File: config.mk
export PLATFORM = sky130hd
export DESIGN_NAME = dual_acc_alu
export DESIGN_NICKNAME = d
export VERILOG_FILES = /design/src/rtl/dual_acc_alu_pkg.sv /design/src/rtl/acc_alu_ctrl.sv /design/src/rtl/acc_alu_core.sv /design/src/rtl/acc_alu_dp.sv /design/src/rtl/dual_acc_alu.sv
export SDC_FILE = /design/constraint.sdc
export NUM_CORES = 1
export LEC_CHECK = 0
export ABC_AREA = 1
export BUFFER_PORTS_ARGS = -buffer_cell sky130_fd_sc_hd__buf_2
export CAP_MARGIN = 10
export CORE_MARGIN = 2
export CORE_UTILIZATION = 33
export CTS_BUF_LIST = sky130_fd_sc_hd__clkbuf_8 sky130_fd_sc_hd__clkbuf_16
export CTS_CLUSTER_DIAMETER = 120
export DETAILED_ROUTE_END_ITERATION = 8
export SLEW_MARGIN = 10
export SYNTH_ARGS = -nofsm -noshare
export SYNTH_HDL_FRONTEND = slang
export SYNTH_SLANG_ARGS = --single-unit
File: constraint.sdc
create_clock -name clk -period 6.7 [get_ports clk]
set_input_delay 0.335 -clock clk [delete_from_list [all_inputs] [get_ports clk]]
set_output_delay 0.335 -clock clk [all_outputs]
set_load 0.02 [all_outputs]
File: src/rtl/dual_acc_alu_pkg.sv
package dual_acc_alu_pkg;

  typedef enum logic [3:0] {
    OP_NOP  = 4'd0,
    OP_OR   = 4'd1,
    OP_AND  = 4'd2,
    OP_XOR  = 4'd3,
    OP_SUB  = 4'd4,
    OP_ADD  = 4'd5,
    OP_SBB  = 4'd6,
    OP_ADC  = 4'd7,
    OP_DEC  = 4'd8,
    OP_INC  = 4'd9,
    OP_CPL  = 4'd10,
    OP_SHR1 = 4'd11,
    OP_SHL1 = 4'd12,
    OP_SHL2 = 4'd13,
    OP_SHL4 = 4'd14,
    OP_SWAP = 4'd15
  } aluOp_e;

  typedef struct packed {
    logic s1;
    logic s0;
    logic c;
    logic z;
    logic ov1;
    logic ov0;
  } accFlags_t;

  typedef struct packed {
    aluOp_e op;
    logic   isArith;
    logic   isSub;
    logic   useOperand;
    logic   useCarry;
    logic   commitA;
    logic   commitB;
    logic   loadA;
    logic   loadB;
  } ctrlStrobe_t;

endpackage

File: src/rtl/acc_alu_ctrl.sv
module acc_alu_ctrl
  import dual_acc_alu_pkg::*;
(
  input  logic [3:0]  opCode,
  input  logic        accSel,
  input  logic        moveEn,
  input  logic        moveSel,
  output ctrlStrobe_t strobe
);

  aluOp_e op;
  logic   suppressed;
  logic   aluActive;

  always_comb begin
    op         = aluOp_e'(opCode);
    suppressed = moveEn && (moveSel == accSel);
    aluActive  = (op != OP_NOP) && !suppressed;

    strobe.op         = op;
    strobe.isArith    = (op == OP_SUB) || (op == OP_ADD) || (op == OP_SBB) ||
                        (op == OP_ADC) || (op == OP_DEC) || (op == OP_INC);
    strobe.isSub      = (op == OP_SUB) || (op == OP_SBB) || (op == OP_DEC);
    strobe.useOperand = (op == OP_OR)  || (op == OP_AND) || (op == OP_XOR) ||
                        (op == OP_SUB) || (op == OP_ADD) || (op == OP_SBB) ||
                        (op == OP_ADC);
    strobe.useCarry   = (op == OP_SBB) || (op == OP_ADC);
    strobe.commitA    = aluActive && !accSel;
    strobe.commitB    = aluActive && accSel;
    strobe.loadA      = moveEn && !moveSel;
    strobe.loadB      = moveEn && moveSel;
  end

endmodule

File: src/rtl/acc_alu_core.sv
module acc_alu_core
  import dual_acc_alu_pkg::*;
#(
  parameter int DATA_W = 16
) (
  input  ctrlStrobe_t       strobe,
  input  logic [DATA_W-1:0] accIn,
  input  logic [DATA_W-1:0] operandIn,
  input  accFlags_t         flagsIn,
  output logic [DATA_W-1:0] resultOut,
  output accFlags_t         flagsOut
);

  localparam int HALF_W = DATA_W / 2;
  localparam int MSB    = DATA_W - 1;

  logic [DATA_W-1:0] addendB;
  logic [DATA_W-1:0] addendEff;
  logic              carryRaw;
  logic              carryEff;
  logic [DATA_W:0]   sumWide;
  logic              arithCarry;
  logic              arithOvf;
  logic [DATA_W-1:0] logicRes;
  logic              newOv1;
  logic              newS0;

  always_comb begin
    addendB    = strobe.useOperand ? operandIn : DATA_W'(1);
    carryRaw   = strobe.useCarry & flagsIn.c;
    addendEff  = strobe.isSub ? ~addendB : addendB;
    carryEff   = strobe.isSub ? ~carryRaw : carryRaw;
    sumWide    = {1'b0, accIn} + {1'b0, addendEff} + {{DATA_W{1'b0}}, carryEff};
    arithCarry = strobe.isSub ? ~sumWide[DATA_W] : sumWide[DATA_W];
    arithOvf   = (accIn[MSB] == addendEff[MSB]) && (sumWide[MSB] != accIn[MSB]);
  end

  always_comb begin
    case (strobe.op)
      OP_OR:   logicRes = accIn | operandIn;
      OP_AND:  logicRes = accIn & operandIn;
      OP_XOR:  logicRes = accIn ^ operandIn;
      OP_CPL:  logicRes = ~accIn;
      OP_SHR1: logicRes = {accIn[MSB], accIn[MSB:1]};
      OP_SHL1: logicRes = {accIn[MSB-1:0], 1'b0};
      OP_SHL2: logicRes = {accIn[MSB-2:0], 2'b00};
      OP_SHL4: logicRes = {accIn[MSB-4:0], 4'b0000};
      OP_SWAP: logicRes = {accIn[HALF_W-1:0], accIn[MSB:HALF_W]};
      default: logicRes = accIn;
    endcase
  end

  always_comb begin
    resultOut = strobe.isArith ? sumWide[DATA_W-1:0] : logicRes;
    newS0     = resultOut[MSB];
    flagsOut.s0 = newS0;
    flagsOut.z  = (resultOut == '0);
    if (strobe.isArith) begin
      newOv1       = flagsIn.ov1 ^ arithOvf;
      flagsOut.c   = arithCarry;
      flagsOut.ov0 = arithOvf;
      flagsOut.ov1 = newOv1;
      if (!newOv1)
        flagsOut.s1 = newS0;
      else if (arithOvf)
        flagsOut.s1 = ~newS0;
      else
        flagsOut.s1 = flagsIn.s1;
    end else begin
      newOv1       = 1'b0;
      flagsOut.c   = 1'b0;
      flagsOut.ov0 = 1'b0;
      flagsOut.ov1 = 1'b0;
      flagsOut.s1  = newS0;
    end
  end

endmodule

File: src/rtl/acc_alu_dp.sv
module acc_alu_dp
  import dual_acc_alu_pkg::*;
#(
  parameter int DATA_W   = 16,
  parameter int SRC_NUM  = 4
) (
  input  logic                       clk,
  input  logic                       rstN,
  input  ctrlStrobe_t                strobe,
  input  logic                       accSel,
  input  logic [$clog2(SRC_NUM)-1:0] srcSel,
  input  logic [DATA_W-1:0]          srcWords [SRC_NUM],
  input  logic [DATA_W-1:0]          moveData,
  output logic [DATA_W-1:0]          accA,
  output logic [DATA_W-1:0]          accB,
  output accFlags_t                  flagsA,
  output accFlags_t                  flagsB,
  output logic [DATA_W-1:0]          satConst
);

  localparam logic [DATA_W-1:0] SAT_POS = {1'b0, {(DATA_W-1){1'b1}}};
  localparam logic [DATA_W-1:0] SAT_NEG = {1'b1, {(DATA_W-1){1'b0}}};

  logic [DATA_W-1:0] operand;
  logic [DATA_W-1:0] accCur;
  accFlags_t         flagsCur;
  logic [DATA_W-1:0] aluResult;
  accFlags_t         aluFlags;
  logic              sgnNeg;

  always_comb begin
    operand  = srcWords[srcSel];
    accCur   = accSel ? accB : accA;
    flagsCur = accSel ? flagsB : flagsA;
  end

  acc_alu_core #(.DATA_W(DATA_W)) uCore (
    .strobe    (strobe),
    .accIn     (accCur),
    .operandIn (operand),
    .flagsIn   (flagsCur),
    .resultOut (aluResult),
    .flagsOut  (aluFlags)
  );

  always_ff @(posedge clk or negedge rstN) begin
    if (!rstN) begin
      accA   <= '0;
      flagsA <= '0;
      sgnNeg <= 1'b0;
    end else if (strobe.loadA) begin
      accA <= moveData;
    end else if (strobe.commitA) begin
      accA   <= aluResult;
      flagsA <= aluFlags;
      sgnNeg <= aluFlags.s1;
    end
  end

  always_ff @(posedge clk or negedge rstN) begin
    if (!rstN) begin
      accB   <= '0;
      flagsB <= '0;
    end else if (strobe.loadB) begin
      accB <= moveData;
    end else if (strobe.commitB) begin
      accB   <= aluResult;
      flagsB <= aluFlags;
    end
  end

  assign satConst = sgnNeg ? SAT_NEG : SAT_POS;

  AST_SAT_LEGAL: assert property (@(posedge clk) disable iff (!rstN)
    (satConst == SAT_POS) || (satConst == SAT_NEG));

  AST_B_KEEPS_SGN: assert property (@(posedge clk) disable iff (!rstN)
    strobe.commitB |=> $stable(satConst));

  AST_MOVE_DATA: assert property (@(posedge clk) disable iff (!rstN)
    strobe.loadA |=> (accA == $past(moveData)) && $stable(flagsA));

  AST_NOP_HOLD: assert property (@(posedge clk) disable iff (!rstN)
    (strobe.op == OP_NOP) && !strobe.loadA && !strobe.loadB
      |=> $stable(accA) && $stable(accB) && $stable(flagsA) && $stable(flagsB));

  AST_ZERO_FLAG: assert property (@(posedge clk) disable iff (!rstN)
    strobe.commitA |=> (flagsA.z == (accA == '0)) && (flagsA.s0 == accA[DATA_W-1]));

  AST_LOGIC_CLEARS: assert property (@(posedge clk) disable iff (!rstN)
    strobe.commitB && !strobe.isArith |=> !flagsB.c && !flagsB.ov0 && !flagsB.ov1);

  AST_S1_SETTLED: assert property (@(posedge clk) disable iff (!rstN)
    strobe.commitA |=> flagsA.ov1 || (flagsA.s1 == flagsA.s0));

endmodule

File: src/rtl/dual_acc_alu.sv
module dual_acc_alu
  import dual_acc_alu_pkg::*;
#(
  parameter int DATA_W = 16
) (
  input  logic              clk,
  input  logic              rstN,
  input  logic [3:0]        opCode,
  input  logic [1:0]        srcSel,
  input  logic              accSel,
  input  logic              moveEn,
  input  logic              moveSel,
  input  logic [DATA_W-1:0] ramWord,
  input  logic [DATA_W-1:0] busWord,
  input  logic [DATA_W-1:0] mulHigh,
  input  logic [DATA_W-1:0] mulLow,
  output logic [DATA_W-1:0] accA,
  output logic [DATA_W-1:0] accB,
  output logic [5:0]        flagsA,
  output logic [5:0]        flagsB,
  output logic [DATA_W-1:0] satConst
);

  localparam int SRC_NUM = 4;

  ctrlStrobe_t       strobe;
  logic [DATA_W-1:0] srcWords [SRC_NUM];
  accFlags_t         flagsAInt;
  accFlags_t         flagsBInt;

  always_comb begin
    srcWords[0] = ramWord;
    srcWords[1] = busWord;
    srcWords[2] = mulHigh;
    srcWords[3] = mulLow;
  end

  acc_alu_ctrl uCtrl (
    .opCode  (opCode),
    .accSel  (accSel),
    .moveEn  (moveEn),
    .moveSel (moveSel),
    .strobe  (strobe)
  );

  acc_alu_dp #(.DATA_W(DATA_W), .SRC_NUM(SRC_NUM)) uDp (
    .clk      (clk),
    .rstN     (rstN),
    .strobe   (strobe),
    .accSel   (accSel),
    .srcSel   (srcSel),
    .srcWords (srcWords),
    .moveData (busWord),
    .accA     (accA),
    .accB     (accB),
    .flagsA   (flagsAInt),
    .flagsB   (flagsBInt),
    .satConst (satConst)
  );

  assign flagsA = flagsAInt;
  assign flagsB = flagsBInt;

endmodule

======== Word level (Yosys, flattened, before mapping) ========
Index checks and enable logic that the tools add are counted.
operators by class
  reductions and logical operators ........ 30
  magnitude comparators ................... 1
  add/sub/neg operators ................... 2
  bitwise logic cells ..................... 13
  multiplexer cells ....................... 21
  equality and inequality tests ........... 18
operator list
  operator              number
  $mux W16              11
  $pmux W16 S9          1
  $bmux W16 S2          1
  $eq A4 B4 Y1 const B  8
  $not A16 Y16          2
  $add A16 B16 Y17      1
  $add A17 B1 Y17       1
  $and A16 B16 Y16      1
  $eq A4 B3 Y1 const B  4
  $logic_not A16 Y1     1
  $or A16 B16 Y16       1
  $xor A16 B16 Y16      1
  $logic_or A1 B1 Y1    14
  $eq A4 B2 Y1 const B  2
  $logic_and A1 B1 Y1   7
  $mux W1               6
  $mux W6               1
  $not A1 Y1            5
  $eq A4 B1 Y1 const B  1
  $reduce_and A2 Y1     2
  $reduce_bool A2 Y1    2
  $reduce_bool A4 Y1    1
  $ge A3 B3 Y1 const B  1
  $logic_not A1 Y1      3
  other kinds (6)       7
storage, ports and cells
  logic and storage cells ................. 99
  input bits .............................. 75
  flip-flop bits (word level) ............. 44

======== Logic depth before layout (Yosys ltp) ========
  depth after elaboration ................. 17
  gate-level depth with buffers ........... 24
  gate-level depth less buffers ........... 23

======== Modules after synthesis ========
A second synthesis with hierarchy kept.
second synthesis, totals
  cells, all modules ...................... 1220
  area, all modules ....................... 6850.3 µm²
modules (own cells, without submodules)
  module        cells each  sequential area each (µm²)  instances  area each (µm²)
  acc_alu_core  693         0.0                         1          3404.5
  acc_alu_dp    497         1101.1                      1          3314.4
  acc_alu_ctrl  30          0.0                         1          131.4

======== Least setup slack after synthesis ========
No wires, ideal clock.
  path type ............................... input-to-reg
  start point ............................. in opCode[2]
  end point ............................... reg, netlist name uDp.flagsB[2]
  data arrival time ....................... 3.302 ns
  slack ................................... 3.332 ns
  stages on the path ...................... 21
  required time ........................... 6.634 ns
  cells stage by stage .................... nand2_1 o21ai_0 inv_1 nand2_1 buf_2 nor2_2 xor2_1 fa_1 fa_1 nand3_1 nand3_1 nand2_1 nand2_1 xor2_1 nand2_1 nand2_1 nor2_1 nand2_1 nor2_1 nand3_1 nand2_1
between the ends
  longest elaborated chain between the ends .. 14
  elaborated cells on any way between the ends .. 44
  those cells by class .................... add/sub: 2; eq/ne: 15; mux: 5; bitwise: 3; reduce/logical: 19
ends and longest elaborated chain
  element                                       RTL line                                text
  from (decl)                                   dual_acc_alu.sv:8                       input logic [3:0] opCode,
  $eq A4 B1 Y1 or $eq A4 B2 Y1 (tied branches)  acc_alu_ctrl.sv:24, acc_alu_core.sv:39
  $logic_or A1 B1 Y1 (3 in series)              acc_alu_ctrl.sv:24                      strobe.useOperand = (op == OP_OR) || (op == OP_AND) || (op == OP_XOR) ||
  $logic_or A1 B1 Y1 (3 in series)              acc_alu_ctrl.sv:25                      (op == OP_SUB) || (op == OP_ADD) || (op == OP_SBB) ||
  $mux W16                                      acc_alu_core.sv:29                      addendB = strobe.useOperand ? operandIn : DATA_W'(1);
  $not A16 Y16                                  acc_alu_core.sv:31                      addendEff = strobe.isSub ? ~addendB : addendB;
  $mux W16                                      acc_alu_core.sv:31
  $add A16 B16 Y17                              acc_alu_core.sv:33                      sumWide = {1'b0, accIn} + {1'b0, addendEff} + {{DATA_W{1'b0}}, carryEff};
  $add A17 B1 Y17                               acc_alu_core.sv:33
  $mux W16                                      acc_alu_core.sv:54                      resultOut = strobe.isArith ? sumWide[DATA_W-1:0] : logicRes;
  $logic_not A16 Y1                             acc_alu_core.sv:57                      flagsOut.z = (resultOut == '0);
Parallel ways exist; a longest one is shown, timed or not.
A chain may end at the register's enable or synchronous reset.

======== Final worst setup path ========
  start point ............................. in srcSel[0]
  end point ............................... reg, netlist name uDp.flagsB[5]
between the ends
  longest elaborated chain between the ends .. 14
  elaborated cells on any way between the ends .. 22
  those cells by class .................... add/sub: 2; eq/ne: 2; mux: 10; bitwise: 7; reduce/logical: 1
ends and longest elaborated chain
  element                                            RTL line                                text
  from (decl)                                        dual_acc_alu.sv:9                       input logic [1:0] srcSel,
  $not A2 Y3 (not written as such) (*)               acc_alu_dp.sv:32                        operand = srcWords[srcSel];
  $bmux W16 S2 (*)                                   acc_alu_dp.sv:32
  $mux W16 (not written as such) (*) (2 in series)   acc_alu_dp.sv:32
  $mux W16                                           acc_alu_core.sv:29
  $not A16 Y16                                       acc_alu_core.sv:31
  $mux W16                                           acc_alu_core.sv:31
  $add A16 B16 Y17                                   acc_alu_core.sv:33
  $add A17 B1 Y17                                    acc_alu_core.sv:33
  $ne A1 B1 Y1 or $mux W16 (tied branches)           acc_alu_core.sv:35, acc_alu_core.sv:54
  $logic_and A1 B1 Y1 or $not A1 Y1 (tied branches)  acc_alu_core.sv:35, acc_alu_core.sv:66
  $mux W1 or $xor A1 B1 Y1 (tied branches)           acc_alu_core.sv:65, acc_alu_core.sv:59
  $mux W1                                            acc_alu_core.sv:63                      if (!newOv1)
  $mux W1 (*)                                        acc_alu_core.sv:58                      if (strobe.isArith) begin
Mark *: on every way between the ends. The rest lies on a longest branch, timed or not. The select of a mux whose other input is x is not followed.

==> results.json <==
{
  "syn_avg_cell_area_um2": 5.60,
  "required_ps": 6880,
  "synth_top_family_by_area": "simple AND/OR/NAND/NOR gates",
  "die_w_um": 139,
  "initial_utilization": 0.335,
  "finalNonFillerCells": 1394,
  "rr_worst_depth": 17,
  "tightest_slew_ps": 1180,
  "synth_xor_area_frac": 0.0293,
  "swShare": 0.519,
  "place_inst": 1386,
  "cts_repair_resize_count": 0,
  "grt_most_used_layer": "met2",
  "grt_use_met2": 0.407,
  "timing.fmax_mhz": 236,
  "rsz0062_at_grt": "no",
  "die-area_mm2": 0.0192,
  "arrival_ps": 4410,
  "clock_skew_ps": 2.86,
  "endpoint_kind": "register",
  "powerDensity_mw_per_mm2": 250,
  "ant_nets": 0,
  "p_int_uw": 830,
  "p_clk_frac": 0.171,
  "die_h_um": 139,
  "postPlaceCellArea_mm2": 0.00671,
  "cts_setup_buffers": 0,
  "relSlewSlack": 0.208,
  "htree_levels": 2,
  "mappedNetlistArea_mm2": 0.00598,
  "r2r_start": "uDp.flagsB[3]",
  "grt_antenna_before_repair": 0,
  "maxCapViolations": 0,
  "via_count": 7100,
  "portBuffers": 134,
  "clock_path_buffers": 2,
  "grt_pass1_vias": 6636,
  "core_area_mm2": 0.0178,
  "synthCells": 1067,
  "grt_max_degree": 45,
  "pre_cts_ws_ps": 2210,
  "clock-sinks": 44,
  "ys_seq_elements": 44,
  "clockRootBuffer": "clkbuf_16",
  "critPathKind": "input pin to register",
  "grt_first_pass_wirelength_um": 36900,
  "final_nets": 1288,
  "layout_commonest_cell": "nand2_1",
  "nFillCells": 1970,
  "yosys.area_share.simple": 0.450,
  "globalRouteMet1Util": 0.321,
  "post_drt_wl_per_cell_um": 17.0,
  "setup-violations-final": 0,
  "netlist.area_leader.share": 0.311,
  "cts_tree": "done",
  "clk_pin_slew_worst_paths_ps": 60,
  "synthTopCellsByArea": "nand2_1, dfrtp_1, ha_1, inv_1, nand3_1",
  "cts_buffers": 5,
  "yosys.area_share.adder": 0.105,
  "synth_top_area_cell": "nand2_1",
  "yosysUniqueCellTypes": 33,
  "dominantRegCellSynth": "dfrtp_1",
  "combPwrFrac": 0.605,
  "fin_ws_ps": 2470,
  "clk_latency_ps": 290,
  "synth_compound_area_frac": 0.101,
  "outcome": "finished clean",
  "fin_crit_ps": 4230,
  "ir_worst_vdd_mv": 0.173,
  "p_leak_uw": 0.00401,
  "area.growth.synth_to_final_pct": 15.2,
  "met3_usage": 0.0280,
  "async_flop_share": 1.00,
  "finalCritPeriodShare": 0.632,
  "drtPass1Iterations": 5,
  "drv_slew": 0,
  "fin_setup_tns_ps": 0,
  "p_seq_frac": 0.223,
  "layout-drive-gt1-share": 0.138,
  "layout_common_cells": "nand2_1, buf_2, inv_1",
  "syn-num-nets": 1191,
  "synth_edf_count": 0,
  "final_cell_area_mm2": 0.00689,
  "hpwlAfterDp_um": 18200,
  "p_switching_uw": 895,
  "multi_input_area_mm2": 0.00410,
  "synthMuxAreaShare": 0,
  "wirelength_um": 23700,
  "placementRows": 49,
  "r2r_slack_ps": 3250,
  "hold_violations": 0,
  "diodes": 0,
  "worstSetupStartpointType": "input pin",
  "regToRegEndpoint": "uDp.flagsB[2]",
  "via_per_inst": 5.09,
  "register_area_mm2": 0.00110,
  "track_usage": 0.242,
  "drc": 0,
  "hold_class": "input pin to async pin",
  "io_pins": 135,
  "ys_seq_area_frac": 0.184,
  "drt_iter0_drc": 574,
  "ctsHoldBuffers": 0,
  "yosys_warnings": 0,
  "grt_remaining_overflow": 0,
  "path_max_fanout": 42,
  "place.gp.congestion": 0.955
}
-- routing by layer --
layer,wire [um],part of all wire
met4,824,0.035
met5,0,0
met2,10900,0.46
met3,1720,0.073
met1,10200,0.43
-- final cells by class --
class,count,share of cell area
multi-input cells,837,0.595
flip-flops and latches,44,0.160
repair buffers,140,0.104
inverters,136,0.0741
well taps,229,0.0416
clock buffers,6,0.0202
clock inverters,2,0.00563
-- kinds of logic (layout without fill, tap and decap cells) --
kind of cell	after synthesis	after routing
buf+inv	186	284
flops	44	44
compound gates	94	94
fa+ha+maj	49	49
xor+xnor	20	20
simple gates	674	674
-- power groups by stage --
stage	sequential (uW)	clock (uW)	combinational, uW
finish	385	296	1040
global route	391	306	1150
CTS	383	295	1030
detailed placement	387	0	1030
global placement	387	0	1020
floorplan	451	0	664
-- critical path, stage by stage --
cell,delay (ps)
buf_2,320
clkinv_1,870
o211ai_1,470
nand2_1,170
inv_1,120
nand2_1,70
xor2_1,240
ha_1,330
nand2_1,130
inv_1,40
nand2_1,50
nand2_1,40
a21oi_1,230
nand2_1,120
nand2_1,90
nand3_1,160
nand2_1,110
nand2_1,70
nor2_1,190
nand2_1,100
nand3_1,90
nand2_1,60
-- flip-flops by register name (all words and copies together), names as in the netlist --
| name | count |
|---|---|
| uDp.flagsA | 5 |
| uDp.sgnNeg | 1 |
| uDp.accA | 16 |
| uDp.accB | 16 |
| uDp.flagsB | 6 |
-- worst max path at each step --
stage | end | slack [ps] | startpoint | depth (start not counted)
after CTS | uDp.flagsB[2] | 2520 | srcSel[0] | 21
after floorplan | uDp.flagsB[2] | 3330 | opCode[2] | 21
after global routing | uDp.flagsB[5] | 2000 | srcSel[0] | 20
after detailed placement | uDp.flagsB[5] | 2210 | srcSel[0] | 22
final | uDp.flagsB[5] | 2470 | srcSel[0] | 22
after global placement | uDp.flagsB[2] | 2290 | srcSel[0] | 20
-- per-stage QoR --
step,total power (uW),util,hold slack [ps]
after floorplan,1110,-,39.4
after global placement,1410,0.376,462
after detailed placement,1420,0.376,460
after CTS,1710,0.386,255
after global routing,1850,0.386,303
final,1730,0.386,231
-- Yosys cell counts, drive strengths merged, types with 3 or more instances --
| master | instances |
|---|---|
| nand2 | 500 |
| inv | 133 |
| nand3 | 82 |
| nor2 | 78 |
| ha | 47 |
| dfrtp | 44 |
| o21ai | 37 |
| buf | 29 |
| o211ai | 22 |
| clkbuf | 21 |
| a21oi | 15 |
| xor2 | 15 |
| o221ai | 12 |
| nand3b | 5 |
| xnor2 | 5 |
| clkinv | 3 |
| nand4 | 3 |
| nor3 | 3 |
| o21bai | 3 |
(Power assumes the default switching activity.)
